**config.mk**
```make
export PLATFORM = sky130hd
export DESIGN_NAME = otp_fuse_reader
export DESIGN_NICKNAME = d
export VERILOG_FILES = /design/src/rtl/otp_rd_pkg.sv /design/src/rtl/otp_fuse_array.sv /design/src/rtl/otp_load_seq.sv /design/src/rtl/otp_read_seq.sv /design/src/rtl/otp_fuse_reader.sv
export SDC_FILE = /design/constraint.sdc
export NUM_CORES = 1
export LEC_CHECK = 0
export ABC_AREA = 1
export BUFFER_PORTS_ARGS = -buffer_cell sky130_fd_sc_hd__clkbuf_2
export CORE_AREA = 2 2 123 125
export CTS_CLUSTER_DIAMETER = 100
export CTS_CLUSTER_SIZE = 24
export DETAILED_ROUTE_END_ITERATION = 10
export DIE_AREA = 0 0 125 127
export PLACE_DENSITY_LB_ADDON = 0.12
export SLEW_MARGIN = 20
export SYNTH_ARGS = -nofsm -noshare
export SYNTH_HDL_FRONTEND = slang
export SYNTH_SLANG_ARGS = --single-unit
```
**constraint.sdc**
```tcl
create_clock -name clk -period 15.3 [get_ports clk]
set_clock_uncertainty 0.15 [all_clocks]
set_input_delay 3.06 -clock clk [delete_from_list [all_inputs] [get_ports clk]]
set_output_delay 3.06 -clock clk [all_outputs]
set_load 0.01 [all_outputs]
```
**src/rtl/otp_rd_pkg.sv**
```systemverilog
package otp_rd_pkg;
  localparam int BUS_AW = 6;
  localparam int BUS_DW = 32;

  localparam logic [BUS_AW-1:0] OFS_CTRL  = 6'h00;
  localparam logic [BUS_AW-1:0] OFS_ROW   = 6'h0C;
  localparam logic [BUS_AW-1:0] OFS_CMD   = 6'h10;
  localparam logic [BUS_AW-1:0] OFS_STAT0 = 6'h18;
  localparam logic [BUS_AW-1:0] OFS_STAT1 = 6'h1C;
  localparam logic [BUS_AW-1:0] OFS_DLO   = 6'h20;
  localparam logic [BUS_AW-1:0] OFS_DHI   = 6'h24;

  localparam int BIT_ACC_EN   = 15;
  localparam int BIT_CHK_DIS  = 9;
  localparam int ROW_LSB      = 6;
  localparam int BIT_GO       = 0;
  localparam int OPC_LSB      = 1;
  localparam int OPC_W        = 2;
  localparam int BIT_LOADED   = 3;
  localparam int BIT_DONE     = 1;
  localparam int BIT_CHK_ERR  = 17;

  localparam logic [OPC_W-1:0] OPC_READ = '0;
endpackage

```
**src/rtl/otp_fuse_array.sv**
```systemverilog
module otp_fuse_array #(
  parameter int          ADDR_W    = 10,
  parameter int          DATA_W    = 41,
  parameter int          LO_W      = 32,
  parameter logic [31:0] LO_MULT   = 32'h0001_0003,
  parameter logic [31:0] LO_SEED   = 32'hA5A5_0000,
  parameter logic [31:0] HI_SEED   = 32'h0000_00F3,
  parameter int          FAULT_MOD = 5,
  parameter int          FAULT_REM = 2
) (
  input  logic [ADDR_W-1:0] row,
  output logic [DATA_W-1:0] data,
  output logic              chk
);
  localparam int HI_W = DATA_W - LO_W;

  logic [LO_W-1:0] lo_word;
  logic [HI_W-1:0] hi_word;
  logic            faulty;

  always_comb begin
    lo_word = LO_W'((32'(row) * LO_MULT) ^ LO_SEED);
    hi_word = HI_W'(32'(row) ^ HI_SEED);
    faulty  = ((32'(row) % FAULT_MOD) == FAULT_REM);
    data    = {hi_word, lo_word};
    chk     = (^data) ^ faulty;
  end
endmodule

```
**src/rtl/otp_load_seq.sv**
```systemverilog
module otp_load_seq #(
  parameter int LOAD_CYCLES = 64
) (
  input  logic clk,
  input  logic rst_n,
  output logic loaded
);
  localparam int CW = (LOAD_CYCLES > 1) ? $clog2(LOAD_CYCLES) : 1;
  localparam logic [CW-1:0] LAST = CW'(LOAD_CYCLES - 1);

  logic [CW-1:0] cnt;

  always_ff @(posedge clk or negedge rst_n) begin
    if (!rst_n) begin
      cnt    <= '0;
      loaded <= 1'b0;
    end else if (!loaded) begin
      if (cnt == LAST) loaded <= 1'b1;
      else             cnt    <= cnt + 1'b1;
    end
  end

  AST_LOADED_STAYS: assert property (@(posedge clk) disable iff (!rst_n) loaded |=> loaded);
endmodule

```
**src/rtl/otp_read_seq.sv**
```systemverilog
module otp_read_seq #(
  parameter int ADDR_W   = 10,
  parameter int READ_LAT = 8
) (
  input  logic              clk,
  input  logic              rst_n,
  input  logic              launch,
  input  logic [ADDR_W-1:0] row_in,
  input  logic              chk_dis_in,
  output logic              busy,
  output logic              fire,
  output logic [ADDR_W-1:0] row_q,
  output logic              chk_dis_q
);
  localparam int CW = (READ_LAT > 1) ? $clog2(READ_LAT) : 1;
  localparam logic [CW-1:0] FIRST = CW'(READ_LAT - 1);

  logic [CW-1:0] cnt;

  assign fire = busy && (cnt == '0);

  always_ff @(posedge clk or negedge rst_n) begin
    if (!rst_n) begin
      busy      <= 1'b0;
      cnt       <= '0;
      row_q     <= '0;
      chk_dis_q <= 1'b0;
    end else if (launch && !busy) begin
      busy      <= 1'b1;
      cnt       <= FIRST;
      row_q     <= row_in;
      chk_dis_q <= chk_dis_in;
    end else if (busy) begin
      if (cnt == '0) busy <= 1'b0;
      else           cnt  <= cnt - 1'b1;
    end
  end

  AST_ROW_HELD: assert property (@(posedge clk) disable iff (!rst_n) busy && !fire |=> $stable(row_q));
  AST_ONE_FIRE: assert property (@(posedge clk) disable iff (!rst_n) fire |=> !fire);
endmodule

```
**src/rtl/otp_fuse_reader.sv**
```systemverilog
module otp_fuse_reader
  import otp_rd_pkg::*;
#(
  parameter int ADDR_W      = 10,
  parameter int DATA_W      = 41,
  parameter int LO_W        = 32,
  parameter int UNPROT_ROWS = 16,
  parameter int LOAD_CYCLES = 64,
  parameter int READ_LAT    = 8
) (
  input  logic              clk,
  input  logic              rst_n,
  input  logic              bus_wr,
  input  logic [BUS_AW-1:0] bus_addr,
  input  logic [BUS_DW-1:0] bus_wdata,
  output logic [BUS_DW-1:0] bus_rdata
);
  localparam int HI_W = DATA_W - LO_W;

  logic              acc_en, chk_dis;
  logic [ADDR_W-1:0] row_reg;
  logic              go_q;
  logic [OPC_W-1:0]  opc_q;
  logic              done_q, err_q;
  logic [LO_W-1:0]   dlo_q;
  logic [HI_W-1:0]   dhi_q;

  logic              loaded, busy, fire, chk_dis_q, chk_bit;
  logic [ADDR_W-1:0] row_q;
  logic [DATA_W-1:0] fuse_data;
  logic              wr_cmd, wr_stat1, launch;
  logic              unused_wdata;

  assign unused_wdata = ^bus_wdata;

  assign wr_cmd   = bus_wr && (bus_addr == OFS_CMD);
  assign wr_stat1 = bus_wr && (bus_addr == OFS_STAT1);
  assign launch   = wr_cmd && bus_wdata[BIT_GO] && !go_q &&
                    (bus_wdata[OPC_LSB +: OPC_W] == OPC_READ) &&
                    acc_en && loaded && !busy;

  otp_load_seq #(.LOAD_CYCLES(LOAD_CYCLES)) u_load (
    .clk(clk), .rst_n(rst_n), .loaded(loaded)
  );

  otp_read_seq #(.ADDR_W(ADDR_W), .READ_LAT(READ_LAT)) u_seq (
    .clk(clk), .rst_n(rst_n), .launch(launch), .row_in(row_reg),
    .chk_dis_in(chk_dis), .busy(busy), .fire(fire), .row_q(row_q),
    .chk_dis_q(chk_dis_q)
  );

  otp_fuse_array #(.ADDR_W(ADDR_W), .DATA_W(DATA_W), .LO_W(LO_W)) u_array (
    .row(row_q), .data(fuse_data), .chk(chk_bit)
  );

  always_ff @(posedge clk or negedge rst_n) begin
    if (!rst_n) begin
      acc_en  <= 1'b0;
      chk_dis <= 1'b0;
      row_reg <= '0;
      go_q    <= 1'b0;
      opc_q   <= '0;
    end else if (bus_wr) begin
      if (bus_addr == OFS_CTRL) begin
        acc_en  <= bus_wdata[BIT_ACC_EN];
        chk_dis <= bus_wdata[BIT_CHK_DIS];
      end
      if (bus_addr == OFS_ROW) row_reg <= bus_wdata[ROW_LSB +: ADDR_W];
      if (bus_addr == OFS_CMD) begin
        go_q  <= bus_wdata[BIT_GO];
        opc_q <= bus_wdata[OPC_LSB +: OPC_W];
      end
    end
  end

  always_ff @(posedge clk or negedge rst_n) begin
    if (!rst_n) begin
      done_q <= 1'b0;
      err_q  <= 1'b0;
      dlo_q  <= '0;
      dhi_q  <= '0;
    end else begin
      if (launch) err_q <= 1'b0;
      if (fire) begin
        done_q <= 1'b1;
        dlo_q  <= fuse_data[LO_W-1:0];
        dhi_q  <= fuse_data[DATA_W-1:LO_W];
        err_q  <= !chk_dis_q && (32'(row_q) >= UNPROT_ROWS) &&
                  ((^fuse_data) != chk_bit);
      end else if (wr_stat1 && bus_wdata[BIT_DONE]) begin
        done_q <= 1'b0;
      end
    end
  end

  always_comb begin
    bus_rdata = '0;
    case (bus_addr)
      OFS_CTRL: begin
        bus_rdata[BIT_ACC_EN]  = acc_en;
        bus_rdata[BIT_CHK_DIS] = chk_dis;
      end
      OFS_ROW:   bus_rdata[ROW_LSB +: ADDR_W] = row_reg;
      OFS_CMD: begin
        bus_rdata[BIT_GO]            = go_q;
        bus_rdata[OPC_LSB +: OPC_W]  = opc_q;
      end
      OFS_STAT0: bus_rdata[BIT_LOADED] = loaded;
      OFS_STAT1: begin
        bus_rdata[BIT_DONE]    = done_q;
        bus_rdata[BIT_CHK_ERR] = err_q;
      end
      OFS_DLO:   bus_rdata[LO_W-1:0] = dlo_q;
      OFS_DHI:   bus_rdata[HI_W-1:0] = dhi_q;
      default:   bus_rdata = '0;
    endcase
  end

  AST_DONE_AFTER_LOAD: assert property (@(posedge clk) disable iff (!rst_n) done_q |-> loaded);
  AST_DONE_FROM_SEQ: assert property (@(posedge clk) disable iff (!rst_n) $rose(done_q) |-> $past(busy));
  AST_DONE_STICKY: assert property (@(posedge clk) disable iff (!rst_n) done_q && !(wr_stat1 && bus_wdata[BIT_DONE]) |=> done_q);
  AST_ERR_PROTECTED: assert property (@(posedge clk) disable iff (!rst_n) $rose(err_q) |-> (32'(row_q) >= UNPROT_ROWS) && !chk_dis_q);
  AST_ERR_CLEAR: assert property (@(posedge clk) disable iff (!rst_n) launch |=> !err_q);
  AST_NO_LAUNCH_LOCKED: assert property (@(posedge clk) disable iff (!rst_n) !acc_en || !loaded |=> !$rose(busy));
endmodule

```
==> impl_metrics.ini <==
[drt]
ant_nets = 0
first_iter_violations = 493
wl_met1_um = 9460
wl_met2_um = 9560
highest-signal-layer = met4
viasPerCell = 5.25
wl_per_cell_um = 13.5
vias = 7703
drt_pass1_iterations = 5
routed_wirelength_um = 19800
dr_wl_met3_um = 581
route.detailed.drc = 0

[floorplan]
die_w_um = 125
num_io_pins = 73
start_util = 0.543
die_y_um = 127
die-area_mm2 = 0.0159
core-area_mm2 = 0.0144
num_rows = 44

[power]
intPower_mw = 0.312
p_comb_frac = 0.045
p_seq_frac = 0.473
power.net_switching_mw = 0.0898
ir_drop_mv = 0.0894
powerDensity_mw_per_mm2 = 47.7
p_clk_frac = 0.481
sw_frac_of_total = 0.223
leakage_nw = 5.11

[worst_hold_path]
hp-start = dlo_q[29]
hold_class = register to register

[place]
dpl.hpwl_um = 15700
port_buffers = 50
place.gp.congestion = 0.905
pre_cts_ws_ns = 5.80

[setup_path]
end_kind = register
path_class = register to register
worstSetupStartpointType = register
setup.worst_path.start = u_seq.row_q[2]
cp_slowest_cell = nand2_1
path_common_cell = nand2_1
arrival_ns = 9.76
critical-path-max-stage-delay_ns = 0.56
r2r-start = u_seq.row_q[2]
required_ns = 15.42
worst-path-max-fanout = 24

[logic_synthesis]
ys_warn_count = 0
yosys_register_bits = 69
synth-edff-count = 0
ys_seq_area_frac = 0.221
yosysUniqueCellTypes = 51
netlist_instances = 1239
ys.flop_type = dfrtp_1
avgSynthCellArea_um2 = 6.32
syn_area_mm2 = 0.00783
async_reset_ff_frac = 1.00

[cts]
htree_levels = 3
cts_sinks = 69
cts_resized = 0
clk_pin_slew_ns = 0.06
cts_tree = yes
cts-root-buf = clkbuf_16
numCtsBuffers = 9
post-cts-setup-buffer-count = 0
clock_path_buffers = 2
cts_hold_buf = 0
worstSkewPairLatency_ns = 0.33

[sta]
final.setup.worst_slack_ns = 5.65
period_minus_slack_ns = 9.65
tightestPinTransition_ns = 1.00
max_clock_freq_mhz = 104
fin_setup_tns_ns = 0
period_share = 0.630
maxSlewViolCount = 0
relSlewSlack = 0.330
setup_viol = 0
final_hold_viol_count = 0
rsz0062_at_grt = no

[grt]
antenna_found_initial = 0
grt_use_total = 0.256
overflow = 0
grt_pass1_vias = 7229
grt_max_degree = 70
grt_pass1_wl_um = 34100

[cells_and_area]
final_cell_mix = nand2_1 (360), inv_1 (166), nor2_1 (131)
nets = 1377
final_common_cell = nand2_1
diodes = 0
drive_gt1_frac = 0.122
fillers = 1457
largest_register_ffs = 21
areaGrowthSynthToFinish_pct = 7.77

[run]
cap_viol_max_count = 0

[outcome]
outcome = complete, no violations
## Yosys cell counts, drive strengths merged (2+ instances only)
cell type / n / share of area
and3: 3 / 0.0024
o21ai: 70 / 0.046
o21a: 2 / 0.0019
o211ai: 3 / 0.0029
nand4: 44 / 0.040
clkinv: 2 / 0.00096
a21oi: 34 / 0.024
buf: 17 / 0.019
clkbuf: 11 / 0.0053
mux2: 2 / 0.0029
inv: 176 / 0.084
nand2: 396 / 0.20
nand3b: 6 / 0.0058
nand3: 126 / 0.093
dfrtp: 69 / 0.22
ha: 58 / 0.093
o21bai: 6 / 0.0058
o221ai: 5 / 0.0056
nor2: 147 / 0.084
xnor2: 10 / 0.011
nor3: 10 / 0.0070
xor2: 24 / 0.027
a31oi: 7 / 0.0056
## final timing paths
kind,cells after the start,slack (ns),end
max,52,5.65,err_q
min,2,0.30,dlo_q[29]
min in group asynchronous,2,2.76,opc_q[1]
max reg2reg,52,5.65,err_q
max in group asynchronous,2,11.67,dlo_q[11]
min reg2reg,2,0.30,dlo_q[29]
## power by group through the flow
stage,Combinational [mW],Sequential (mW),Clock [mW]
3_5_place_dp,0.0185,0.193,0
3_3_place_gp,0.0183,0.193,0
4_1_cts,0.0186,0.190,0.197
5_1_grt,0.0215,0.191,0.206
2_1_floorplan,0.00926,0.193,0
6_report,0.0183,0.190,0.194
## layer usage
metal | track usage | vias to the layer above
met5 | 0 | -
met4 | 0.0582 | 0
met3 | 0.0230 | 17
met2 | 0.449 | 147
met1 | 0.345 | 3489
li1 | - | 4050
## cells by family after synthesis
group	count (synthesis)	share of synthesized area
AND/OR/NAND/NOR	736	0.437
buffers and inverters	206	0.110
AO/OA/AOI/OAI	132	0.0964
flip-flops	69	0.221
adder cells (fa/ha/maj)	59	0.0953
XOR/XNOR	34	0.0380
multiplexers	2	0.00288
other	1	0.000479
## per-stage QoR
step	hold WS, ns	std cells	cell area, um^2	total power, mW	util
after floorplan	0.273	1241	7830	0.202	-
after global placement	0.286	1450	8150	0.212	0.565
after detailed placement	0.289	1450	8150	0.212	0.565
after CTS	0.304	1466	8430	0.405	0.585
after global routing	0.340	1466	8430	0.418	0.585
final	0.299	1466	8430	0.402	0.585
## critical path, delay by kind of cell (launching register included)
kind,cells,cell delay (ns)
and+or+nand+nor,42,7.15
buffers and inverters,5,0.63
AOI/OAI and AO/OA,3,0.62
adders and majority gates,2,0.53
DFF,1,0.52
## cell type report
| cell class | count | area [um^2] | share of cell area |
|---|---|---|---|
| Timing Repair Buffer | 53 | 273 | 0.0323 |
| Clock buffer | 11 | 253 | 0.0300 |
| Clock inverter | 5 | 33.8 | 0.00401 |
| Sequential cell | 69 | 1730 | 0.205 |
| Multi-Input combinational cell | 966 | 5250 | 0.622 |
| Inverter | 178 | 668 | 0.0792 |
| Tap cell | 184 | 230 | 0.0273 |
Note: power is estimated with default switching activity, not from simulation.
